## src/rtl/supv_guard_pkg.sv

```systemverilog
package supv_guard_pkg;
  localparam int unsigned REG_W      = 8;
  localparam int unsigned GUARD_POS  = 6;
  localparam int unsigned ENABLE_POS = 5;

  typedef enum logic [1:0] {
    WR_NONE   = 2'd0,
    WR_PLAIN  = 2'd1,
    WR_UNLOCK = 2'd2,
    WR_SET    = 2'd3
  } wr_kind_e;

  function automatic wr_kind_e classify_wr(logic hit, logic g, logic e);
    if (!hit)        return WR_NONE;
    else if (g && e) return WR_UNLOCK;
    else if (g)      return WR_SET;
    else             return WR_PLAIN;
  endfunction
endpackage

```

## src/rtl/sg_unlock_window.sv

```systemverilog
module sg_unlock_window #(
  parameter int unsigned WINDOW_CYC = 4
) (
  input  logic clk_i,
  input  logic rst_ni,
  input  logic unlock_i,
  input  logic consume_i,
  output logic open_o
);
  localparam int unsigned CW = $clog2(WINDOW_CYC + 1);

  logic [CW-1:0] left_q;

  always_ff @(posedge clk_i or negedge rst_ni) begin
    if (!rst_ni)              left_q <= '0;
    else if (unlock_i)        left_q <= CW'(WINDOW_CYC);
    else if (consume_i)       left_q <= '0;
    else if (left_q != '0)    left_q <= left_q - CW'(1);
  end

  assign open_o = (left_q != '0);
endmodule

```

## src/rtl/sg_guard_timer.sv

```systemverilog
module sg_guard_timer #(
  parameter int unsigned DELAY_CYC  = 3,
  parameter int unsigned ACTIVE_CYC = 3
) (
  input  logic clk_i,
  input  logic rst_ni,
  input  logic start_i,
  output logic held_o,
  output logic active_o
);
  localparam int unsigned LIFE = DELAY_CYC + ACTIVE_CYC;
  localparam int unsigned LW   = $clog2(LIFE + 1);

  logic [LW-1:0] life_q;

  always_ff @(posedge clk_i or negedge rst_ni) begin
    if (!rst_ni)            life_q <= '0;
    else if (start_i)       life_q <= LW'(LIFE);
    else if (life_q != '0)  life_q <= life_q - LW'(1);
  end

  // last ACTIVE_CYC steps of the countdown form the active phase
  assign held_o   = (life_q != '0);
  assign active_o = held_o && (life_q <= LW'(ACTIVE_CYC));
endmodule

```

## src/rtl/sg_supv_latch.sv

```systemverilog
module sg_supv_latch (
  input  logic clk_i,
  input  logic rst_ni,
  input  logic sleep_req_i,
  input  logic qualify_i,
  input  logic wake_i,
  output logic supv_off_o
);
  always_ff @(posedge clk_i or negedge rst_ni) begin
    if (!rst_ni)                       supv_off_o <= 1'b0;
    else if (wake_i)                   supv_off_o <= 1'b0;
    else if (sleep_req_i && qualify_i) supv_off_o <= 1'b1;
  end
endmodule

```

## src/rtl/supv_sleep_guard.sv

```systemverilog
module supv_sleep_guard
  import supv_guard_pkg::*;
#(
  parameter int unsigned          ADDR_W     = 8,
  parameter logic [ADDR_W-1:0]    CTRL_ADDR  = 8'h55,
  parameter int unsigned          WINDOW_CYC = 4,
  parameter int unsigned          DELAY_CYC  = 3,
  parameter int unsigned          ACTIVE_CYC = 3
) (
  input  logic              clk_i,
  input  logic              rst_ni,
  input  logic [ADDR_W-1:0] addr_i,
  input  logic [REG_W-1:0]  wdata_i,
  input  logic              we_i,
  output logic [REG_W-1:0]  rdata_o,
  input  logic              sleep_req_i,
  input  logic              wake_i,
  output logic              supv_off_o
);
  logic      hit;
  wr_kind_e  kind;
  logic      open_w, held_w, active_w, accept_w;
  logic [REG_W-1:0] plain_q;
  logic [REG_W-1:0] view;

  assign hit  = (addr_i == CTRL_ADDR);
  assign kind = classify_wr(hit && we_i, wdata_i[GUARD_POS], wdata_i[ENABLE_POS]);
  // set is honoured only with an open window and an idle flag
  assign accept_w = (kind == WR_SET) && open_w && !held_w;

  for (genvar b = 0; b < REG_W; b++) begin : g_bits
    if (b == GUARD_POS || b == ENABLE_POS) begin : g_tied
      assign plain_q[b] = 1'b0;
    end else begin : g_store
      always_ff @(posedge clk_i or negedge rst_ni) begin
        if (!rst_ni)               plain_q[b] <= 1'b0;
        else if (kind != WR_NONE)  plain_q[b] <= wdata_i[b];
      end
    end
  end

  sg_unlock_window #(.WINDOW_CYC(WINDOW_CYC)) i_window (
    .clk_i     (clk_i),
    .rst_ni    (rst_ni),
    .unlock_i  (kind == WR_UNLOCK),
    .consume_i (accept_w),
    .open_o    (open_w)
  );

  sg_guard_timer #(.DELAY_CYC(DELAY_CYC), .ACTIVE_CYC(ACTIVE_CYC)) i_timer (
    .clk_i    (clk_i),
    .rst_ni   (rst_ni),
    .start_i  (accept_w),
    .held_o   (held_w),
    .active_o (active_w)
  );

  sg_supv_latch i_latch (
    .clk_i       (clk_i),
    .rst_ni      (rst_ni),
    .sleep_req_i (sleep_req_i),
    .qualify_i   (active_w),
    .wake_i      (wake_i),
    .supv_off_o  (supv_off_o)
  );

  always_comb begin
    view             = plain_q;
    view[GUARD_POS]  = held_w;
    view[ENABLE_POS] = open_w;
  end

  assign rdata_o = hit ? view : '0;
endmodule

```

## config.mk

```make
export PLATFORM = sky130hd
export DESIGN_NAME = supv_sleep_guard
export DESIGN_NICKNAME = d
export VERILOG_FILES = /design/src/rtl/supv_guard_pkg.sv /design/src/rtl/sg_unlock_window.sv /design/src/rtl/sg_guard_timer.sv /design/src/rtl/sg_supv_latch.sv /design/src/rtl/supv_sleep_guard.sv
export SDC_FILE = /design/constraint.sdc
export NUM_CORES = 1
export LEC_CHECK = 0
export BUFFER_PORTS_ARGS = -buffer_cell sky130_fd_sc_hd__buf_2
export CAP_MARGIN = 10
export CORE_MARGIN = 2
export CORE_UTILIZATION = 47
export DETAILED_ROUTE_END_ITERATION = 8
export PLACE_DENSITY = 0.77
export SETUP_SLACK_MARGIN = 0.3
export SYNTH_ARGS = -nofsm -noshare
export SYNTH_HDL_FRONTEND = slang
export SYNTH_SLANG_ARGS = --single-unit
```

## constraint.sdc

```tcl
create_clock -name clk_i -period 1.65 [get_ports clk_i]
set_input_delay 0.33 -clock clk_i [delete_from_list [all_inputs] [get_ports clk_i]]
set_output_delay 0.33 -clock clk_i [all_outputs]
set_load 0.02 [all_outputs]
```

# After elaboration in Yosys (flattened, before gate mapping)

Index checks and enable logic that the tools add are counted.

Flip-flop bits (word level): 13
Input port bits: 21
Output and inout bits: 9

Add/sub/neg operators: 2
$lt $le $gt $ge: 1
Eq/ne operators: 3
Muxes and demuxes: 11
Reductions and logical operators: 13

Operators by type and width:

| operator                                                                          | count |
|---|---|
| 3-bit 2-to-1 mux                                                                  | 5 |
| 3-bit nonzero test                                                                | 3 |
| 8-bit by 7-bit == test with 1-bit output (second input constant)                  | 1 |
| 8-bit 2-to-1 mux                                                                  | 1 |
| 1-bit logical AND                                                                 | 6 |
| 2-bit 2-to-1 mux                                                                  | 3 |
| 2-bit nonzero test                                                                | 3 |
| 3-bit by 1-bit subtractor with 3-bit output (second input constant)               | 2 |
| 2-bit == test (second input constant)                                             | 2 |
| 3-bit by 2-bit less-or-equal comparator with 1-bit output (second input constant) | 1 |
| 1-bit 2-to-1 mux                                                                  | 2 |
| 1-bit zero test                                                                   | 1 |

# Depth between registers and ports, before layout

Gate-level depths: netlist (run 1).

Word-level depth: 8
Mapped depth: 6
Depth with buffers taken out: 6

# Hierarchy

From an unflattened synthesis (run 1), not the netlist that was laid out.

Cells, all modules: 67
Area total of the unflattened synthesis: 803.3 um^2

Modules (own cells, without submodules):

| module           | times used | cells each | area each (um^2) |
|---|---|---|---|
| supv_sleep_guard | 1          | 29         | 382.9 |
| sg_guard_timer   | 1          | 20         | 209.0 |
| sg_unlock_window | 1          | 15         | 177.7 |
| sg_supv_latch    | 1          | 3          | 33.8 |

# Worst setup path after synthesis (run 1)

Ideal clock, no wire load.

Path type: reg-to-output
From: register i_timer.life_q[0]
To: output rdata_o[6]
Arrival time: 1.321 ns
Slack: -0.001 ns
Cell stages (with the launch flop): 5
Cells stage by stage: dfrtp_1 inv_1 ha_1 and2b_4 nor3_1

Cells in the longest elaborated chain, start to end: 2

RTL lines:

| what                     | RTL line               | RTL |
|---|---|---|
| start: declaration       | sg_guard_timer.sv:14   | `logic [LW-1:0] life_q;` |
| start signal: assignment | sg_guard_timer.sv:18   | `else if (start_i) life_q <= LW'(LIFE);` |
| start signal: assignment | sg_guard_timer.sv:19   | `else if (life_q != '0) life_q <= life_q - LW'(1);` |
| 3-bit nonzero test       | sg_guard_timer.sv:23   | `assign held_o = (life_q != '0);` |
| 8-bit 2-to-1 mux         | supv_sleep_guard.sv:73 | `assign rdata_o = hit ? view : '0;` |
| end: declaration         | supv_sleep_guard.sv:15 | `output logic [REG_W-1:0] rdata_o,` |

No other way between the ends.

# Worst setup path after layout (run 1)

Ends and elaborated chain as after synthesis.

==> results of run 1 <==
report_power, final:
| part | leakage, nW | internal [mW] | switching, mW |
|---|---|---|---|
| logic | 0.461 | 0.476 | 0.375 |
| clock network | 0.0150 | 0.0936 | 0.0989 |
| registers | 0.166 | 0.415 | 0.0664 |
| total | 0.642 | 0.984 | 0.541 |
metrics by stage:
step / setup TNS, ps / hold slack [ps]
after floorplan: 0 / 34.4
after global placement: 0 / 229
after detailed placement: 0 / 233
after CTS: 0 / 191
after global routing: -10.7 / 189
final: 0 / 195
timing repair:
action                     4_1_cts  5_1_grt
setup endpoints to repair       12       14
buffers inserted                 6        6
resized for setup               26       10
hold buffers                     1        0
hold endpoints to repair        13        0
pin swaps                       11        8
layout by cell type, fill, tap and decap left out, types with 2 or more instances in the layout:
| master | synthesis | final |
|---|---|---|
| buf_2 | 0 | 19 |
| buf_6 | 1 | 14 |
| dfrtp_1 | 13 | 13 |
| buf_4 | 0 | 12 |
| and2_4 | 1 | 7 |
| mux2_4 | 6 | 6 |
| nor2_1 | 7 | 6 |
| inv_2 | 0 | 4 |
| a31oi_1 | 3 | 3 |
| ha_4 | 0 | 3 |
| clkbuf_4 | 0 | 3 |
| nand4bb_4 | 2 | 2 |
| mux2i_1 | 2 | 2 |
| ha_1 | 5 | 2 |
how the worst max path moves through the flow:
stage / from / end / depth (start not counted)
2_1_floorplan: addr_i[3] / rdata_o[0] / 4
3_3_place_gp: addr_i[3] / rdata_o[3] / 5
3_5_place_dp: addr_i[3] / rdata_o[1] / 5
4_1_cts: i_window.left_q[0] / rdata_o[5] / 5
5_1_grt: i_timer.life_q[1] / rdata_o[6] / 5
6_report: i_timer.life_q[0] / rdata_o[6] / 5
sequential cells by signal, summed over array words and instances (netlist names):
name                count
i_latch.supv_off_o      1
i_timer.life_q          3
i_window.left_q         3
plain_q                 6
cells by family (layout without fill, tap and decap cells):
logic type      after synthesis  in the layout
compound gates               10             10
fa+ha+maj                     5              5
flops                        13             13
simple gates                 28             28
buf+inv                       5             54
mux                           8              8
per-layer routing:
layer,vias to the layer above,part of all wire [%]
li1,342,-
met2,26,57
met4,0,0.95
met1,322,37
met5,-,0
met3,2,5.1
critical path, stage by stage (launching register included):
cell and delay, ps:
dfrtp_1 360, inv_2 70, ha_4 160, and2b_4 170, nor3_4 110, buf_6 140
cell type report:
class                      instances  area, um^2
fill                             111         385
inverter                           4        15.0
sequential                        13         325
multi-input combinational         51         544
clock buffer                       4        26.3
tap                               17        21.3
timing repair buffer              46         353
==> impl_summary.md, run 1 <==
Run status
The flow ran to the end, and the final reports show no timing, DRC or antenna violations.

Final layout
In the final design database the tool counted 145 nets. The area growth from synthesis to final layout is 57.3%. The number of inserted diodes is 0. Of the cells placed in the final design, the portion with a size suffix greater than 1 is 66.1%. For this run, the share of the core covered by cells in the final layout is between 70% and 80%.

The post-route cell area is 1280 um^2. After the flow finishes, the layout carries non-filler instances totaling 135.

Logic synthesis
The adder-cell area share of the yosys netlist is around 7.7%. The fraction of registers with async set or reset after synthesis is 100%. The number of distinct standard cells referenced by the synthesized netlist is 29. The total of flip-flops plus latches after synthesis is 13. In the synthesized netlist, the number of instances is 69.

The main combinational cell family by area after synthesis is simple AND/OR/NAND/NOR gates. The post-synthesis sequential area ratio is between 30% and 40%. The total standard cell area after synthesis is around 800 um^2. The most area-hungry cell type in the Yosys netlist is dfrtp_1. The synthesized net count is 95. The commonest cells after synthesis are 13 x dfrtp_1, 7 x nor2_1, 6 x and2_2, 6 x mux2_4, 5 x ha_1. The post-synthesis mux area share is a little over an eighth.

The number of enable flip-flop cells after synthesis is 0. In the synthesized netlist the dominant register cell turns out to be dfrtp_1. The synthesized netlist devotes between 20% and 30% of its cell area to simple gates. By area the synthesized netlist is led by dfrtp_1 40%, mux2_4 11%, ha_1 7.7%, nand4bb_4 6.7%, and2_2 5.5%. The synthesized design devotes to its leading area cell type 39.8% of total area.

By instance count, the leading cell after synthesis is dfrtp_1. The synthesized netlist devotes 0% of its cell area to XOR and XNOR gates. The mean instance size in the synthesized netlist is 11.8 um^2. The number of warning messages in the yosys log is 0. The synthesized netlist devotes 8.58% of its cell area to compound gates.

Flow run
Max-cap violations in this run came to 0.

Global route
The remaining global-route overflow is 0. After global routing, the most crowded layer is met2. The largest net degree at the start of global routing is 14. The global router's overall resource usage is 17.9%.

The initial antenna violation count came to 0. Global routing used between 10% and 20% of the available met1 tracks. The fraction of met3 tracks used by global routing is between 7 and 8%.

The number of global-route vias before repair is between 600 and 700. For this run, global-route usage on met2 was measured as around a third. The first-pass GRT wire length is roughly 2.7 mm.

Drt
In the routed layout, each cell is associated on average with a via count of ~5. The total via count after detailed routing is around 700. The detailed router finished its first iteration with 5 violations.

The number of detailed-route iterations in the first pass is 4. Once detail routing completed, the nets flagged for antenna violations numbered 0. Dividing the detail-routed wire length by the instance count gives around 13 um. The total detailed-routing wirelength is roughly 1.8 mm. The post-detailed-route DRC marker count is 0.

Placed design
The number of placed instances with taps included is between 100 and 150. The final estimated routing congestion in global placement is between 0.7 and 0.8. Input and output buffers added on the ports amount to 29. The instance area at placement is 1030 um^2. The HPWL after detailed placement is about 1.2 mm. Prior to clock tree synthesis, the placed netlist has a worst setup slack of slightly above 70 ps.

Clock tree
The clock latency at the later pin of the worst-skew pair is roughly 270 ps. CTS placed an instance of clkbuf_4 at the clock tree root. The longest clock path from root to sink contains 2 buffers.

The TritonCTS clock tree is built. TritonCTS created 3 clock buffers. The clock transition at the registers of the reported paths is around 80 ps. The number of H-tree levels is 1.

Clock tree synthesis found a total of 13 sinks.

Setup path
STA classifies the critical path endpoint as a primary output. At the worst endpoint, the arrival time is 1280 ps. The worst setup path is launched from a flop. The length in cells of the worst reg-to-reg path is 7. The critical path is of the flop to primary output type. Along the worst path, the maximum fanout reaches 4. The startpoint of the worst register-to-register path is i_timer.life_q[0]. The worst reg-to-reg setup slack is 200 ps.

The required time of the critical path is between 1000 and 1500 ps. The capture instance of the worst register-to-register path is i_window.left_q[0].

Timing
In this run the tightest slew margin relative to its limit is 80.3%. Subtracting the final worst setup slack from the clock period gives about 1600 ps. The part of the cycle the worst path needs is between 90% and 100%. Static timing analysis puts the maximum clock frequency at 622 MHz.

The final hold violation count is 0. The clock skew is 3.95 ps. The count of pins over their slew limit came to 0. The final count of negative-setup-slack endpoints is 0. Setup repair after global routing could not meet its margin everywhere. The transition time at the pin with the least slew margin is 295 ps. The final worst setup slack is 41.4 ps.

Floorplan
The floorplan has 15 rows. The overall die height is roughly 46 um. The die width is around 46 um. The floorplan step defined a die boundary enclosing 2090 um^2. Once the floorplan was initialized, standard cells occupied roughly half of the core. The core outline area is 1670 um^2. In this run the count of I/O pins placed on the die edge is 30.

Worst hold path
The hold path startpoint is wake_i. The tightest min-delay check is of the primary input to flop type. The path with the worst hold slack has its endpoint at i_latch.supv_off_o. The worst hold path passes through 2 cells.

Power and ir drop
The ratio of total power to cell area is 1190 nW/um^2. The total power consumption of the routed design is 1.52 mW. Summed over all cells, the static leakage comes to roughly 0.64 nW. The peak ir drop on the vdd network is approximately 820 uV.
Note: power is estimated with default switching activity, not from simulation.
==> run 2, diff against run 1 <==
Settings changed: ABC_AREA set to 1, BUFFER_PORTS_ARGS -buffer_cell sky130_fd_sc_hd__buf_2 to -buffer_cell sky130_fd_sc_hd__buf_4.
==> run 2 against run 1 <==
Compared with the run above: wire length increased by 6.1%; clock power increased by 6%; total power increased by 2.1%; sequential share of layout area increased by 0.63 points; combinational power increased by 2%; non-clock buffer count unchanged; sequential power increased by 0.8%; first-iteration DRC count increased by 120%; clock-buffer cell count unchanged; clock skew decreased by 1.7 ps; cell count increased by 18%; critical path type unchanged; largest power group unchanged.
==> impl_summary.md, run 2 <==
Setup path
The launch point of the worst path is i_timer.life_q[0] (unchanged). The required time of the critical path is 1320 ps (about the same). The startpoint type of the worst setup path is a flop (unchanged). The cell repeated most along the worst path is inv_2. The critical setup path kind is flop to primary output (unchanged).

The largest fanout on the critical path was 2 (was 4). Worst-path cell chain: inv_2, ha_4, inv_2, nor2_4, nor2_1, buf_4 (was inv_2, ha_4, and2b_4, nor3_4, buf_6). The kind of end point of the critical path is a primary output (unchanged). The worst path arrival time came to 1220 ps (was 1280 ps). The capture instance of the worst register-to-register path is i_timer.life_q[2] (was i_window.left_q[0]). The maximum cell stage delay along the critical path is 400 ps (was 360 ps).

The worst reg-to-reg setup slack came to 100 ps (was 200 ps). The length in cells of the worst reg-to-reg path came to 8 (was 7). The startpoint of the worst register-to-register path is i_timer.life_q[0] (unchanged).

The cell with the largest stage delay on the worst path is dfrtp_1 (unchanged).

Power and ir drop
The combinational share of power was 55.8% (about the same). The part of the power in the clock network is 13.1% (was 12.6%). The leakage power is 0.671 nW (was 0.642 nW). The net switching fraction of the power is 37.2% (was 35.5%). The total net switching power was 0.580 mW (was 0.541 mW). The sequential group share of total power is 31.1% (was 31.6%).

The internal power consumption is 0.977 mW (was 0.984 mW). The peak ir drop on the vdd network is 996 uV (was 823 uV). The ratio of total power to cell area is 1240 nW/um^2 (was 1190 nW/um^2).

Timing
The final count of negative-setup-slack endpoints is 0 (unchanged). The final hold violation count came to 0 (unchanged). The count of pins over their slew limit is 0 (unchanged). Setup repair after global routing missed its margin: yes (unchanged). The relative slew slack is 86.5% (was 80.3%). The final critical path time including I/O delays and setup came to 1550 ps (was 1610 ps). The worst hold margin is 193 ps (was 195 ps). The part of the cycle the worst path needs is 94.2% (was 97.5%). The maximum frequency from static timing analysis came to 644 MHz (was 622 MHz).

The aggregate negative setup slack is 0 ps (unchanged). The clock skew was 2.28 ps (was 3.95 ps). The transition time at the pin with the least slew margin is 202 ps (was 295 ps).

Final layout
The area growth from synthesis to final layout came to 62.1% (was 57.3%). The most frequent standard cell in the layout excluding fill and tap cells was buf_4 (was buf_2). The register name with the most flops is plain_q (unchanged). The number of nets at the end of the flow is 170 (was 145). The multi-input logic area was 439 um^2 (was 544 um^2). The share of final-layout standard cells stronger than drive strength 1 is 55.9% (was 66.1%). The final-layout fill cell count is 106 (was 111). The flip-flop count of the largest register, all copies and words added is 6 (unchanged). The number of inserted diodes is 0 (unchanged). Registers with the most flip-flops: plain_q (6), i_timer.life_q (3), i_window.left_q (3) (unchanged). Most frequent cells in the layout: 41 x buf_4, 13 x inv_1, 13 x dfrtp_1 (was 19 x buf_2, 14 x buf_6, 13 x dfrtp_1). The combined flip-flop and latch cell area is 325 um^2 (unchanged).

Floorplan
The overall die height is 44.6 um (was 45.7 um). The overall die area is 1990 um^2 (was 2090 um^2). The die width is 44.6 um (was 45.7 um). The count of pins on the block boundary is 30 (unchanged). The row count is 14 (was 15). The core outline area came to 1520 um^2 (was 1670 um^2).

The effective utilization at floorplan is 50.7% (was 48.9%).

Clock tree
The clock transition at the registers of the reported paths is 80 ps (about the same). The maximum clock insertion buffer count is 2 (unchanged). The TritonCTS clock tree is built (unchanged). The total clock buffers created by CTS is 3 (unchanged). The number of H-tree levels is 1 (unchanged). The clock latency at the later pin of the worst-skew pair was 270 ps (about the same). The cell at the root of the clock tree is clkbuf_4 (unchanged).

The TritonCTS sink count is 13 (unchanged).

Worst hold path
The worst hold endpoint is i_latch.supv_off_o (unchanged). The worst hold path cell count is 2 (unchanged). The kind of path behind the tightest hold check is primary input to flop (unchanged). The hold path startpoint is wake_i (unchanged).

Logic synthesis
The number of distinct standard cells referenced by the synthesized netlist came to 18 (was 29). The number of enable flip-flop cells after synthesis is 0 (unchanged). Largest cells by area after synthesis: dfrtp_1 42%, inv_1 9.7%, ha_1 8.1%, nor2_1 7.8%, a21oi_2 6.8% (was dfrtp_1 40%, mux2_4 11%, ha_1 7.7%, nand4bb_4 6.7%, and2_2 5.5%). The synthesized net count is 120 (was 95). The post-synthesis sequential area ratio is 42.1% (was 39.8%). The post-synthesis cell count is 94 (was 69).

The top-area cell type share of the netlist area is 42.1% (was 39.8%). The total standard cell area after synthesis is 773 um^2 (was 817 um^2). The most area-hungry cell type in the Yosys netlist is dfrtp_1 (unchanged). The mean instance size in the synthesized netlist is 8.23 um^2 (was 11.8 um^2).

The most common flop cell mapped by yosys is dfrtp_1 (unchanged). The fraction of registers with async set or reset after synthesis is 100% (unchanged). The total of flip-flops plus latches after synthesis was 13 (unchanged). The number of warning messages in the yosys log is 0 (unchanged). Top post-synthesis cells by count: 20 x inv_1, 16 x nor2_1, 13 x dfrtp_1 (was 13 x dfrtp_1, 7 x nor2_1, 6 x and2_2, 6 x mux2_4, 5 x ha_1). The most repeated cell in the gate-level netlist after synthesis is inv_1 (was dfrtp_1).

Global route
The global router's overall resource usage is 21.5% (was 17.9%). The number of global-route vias before repair is 730 (was 654). The first-pass GRT wire length is 3.06 mm (was 2.66 mm).

The initial antenna violation count is 0 (unchanged). The remaining global-route overflow is 0 (unchanged). The largest net degree at the start of global routing was 14 (unchanged).

Placed design
The port buffer count was 29 (unchanged). The final estimated routing congestion in global placement is 0.766 (was 0.780). The HPWL after detailed placement is 1.23 mm (was 1.19 mm).

Drt
The total detailed-routing wirelength is 1.91 mm (was 1.80 mm). The count of antenna-violating nets left after detailed routing is 0 (unchanged). The ratio of routed vias to standard cells is 4.77 (was 5.13). The detail-routed net length per standard cell came to 12.0 um (was 13.3 um).

The post-detailed-route DRC marker count is 0 (unchanged). The number of detailed-route iterations in the first pass is 4 (unchanged). The total via count after detailed routing is 759 (was 692). The violation count after the first detailed-routing iteration is 11 (was 5).

Run status
Result of the run: finished, final reports clean (unchanged).

Flow run
The total of max-cap violations was 0 (unchanged).
run 2: cell types whose count changed in the layout (fill, tap and decap cells not counted), sizes merged, moves of 3 or more:
cell and delta:
nand2 +9, a31oi -3, inv +15, nor2 +13
o21ai +4, and2 -7, mux2 -5, a21oi +9
run 2: timing repair:
action	in CTS	in global routing
hold buffers	1	0
gates resized for setup	19	14
setup endpoints to repair	11	14
buffers inserted	12	2
cloned	0	0
pin swaps	9	9
hold endpoints to repair	13	0
run 2: layer usage:
layer / track usage [%] / vias up / routed length (um)
met5: 0 / - / 0
met4: 5.45 / 0 / 13
met3: 3.67 / 2 / 54
met2: 40.0 / 11 / 1090
met1: 25.1 / 361 / 753
li1: - / 385 / -
run 2: through the flow:
step	power (mW)	utilization [%]	setup WS, ps	instance area [um^2]	std cells
2_1_floorplan	0.800	-	236	773	94
3_3_place_gp	0.922	66.6	197	1010	140
3_5_place_dp	0.964	66.6	178	1010	140
4_1_cts	1.46	77.8	69.1	1190	157
5_1_grt	1.69	82.3	42.2	1250	159
6_report	1.56	82.3	96.2	1250	159
run 2: kinds of logic (layout without fill, tap and decap cells):
family          after synthesis  in the layout  synth area share, %
flops                        13             13                 42.1
fa+ha+maj                     5              5                 8.09
simple gates                 37             37                 22.5
compound gates               16             16                 13.6
buf+inv                      21             70                 11.2
xor+xnor                      1              1                 1.13
mux                           1              1                 1.46
run 2: area by class of cell:
class,instances,share of cell area [%]
Clock buffer,4,2.10
Tap cell,16,1.60
Sequential cell,13,25.9
Inverter,20,6.39
Timing Repair Buffer,46,28.9
Multi-Input combinational cell,60,35.0
run 2: power by group through the flow:
stage | clock network, mW | logic, mW | registers (mW)
final | 0.203 | 0.869 | 0.485
after global routing | 0.223 | 0.972 | 0.494
after CTS | 0.211 | 0.770 | 0.475
after detailed placement | 0 | 0.484 | 0.481
after global placement | 0 | 0.448 | 0.474
after floorplan | 0 | 0.324 | 0.476
run 2: worst max-delay path: cells and delay by family (launching register included):
kind | cells | cell delay, ps
DFF | 1 | 400
adders and majority gates | 1 | 140
buffers and inverters | 3 | 280
and+or+nand+nor | 2 | 130
run 2: worst max path at each step:
stage,endpoint,depth (start not counted)
floorplan,rdata_o[0],5
global placement,rdata_o[5],7
detailed placement,rdata_o[7],7
CTS,rdata_o[6],6
global route,rdata_o[6],6
finish,rdata_o[6],6
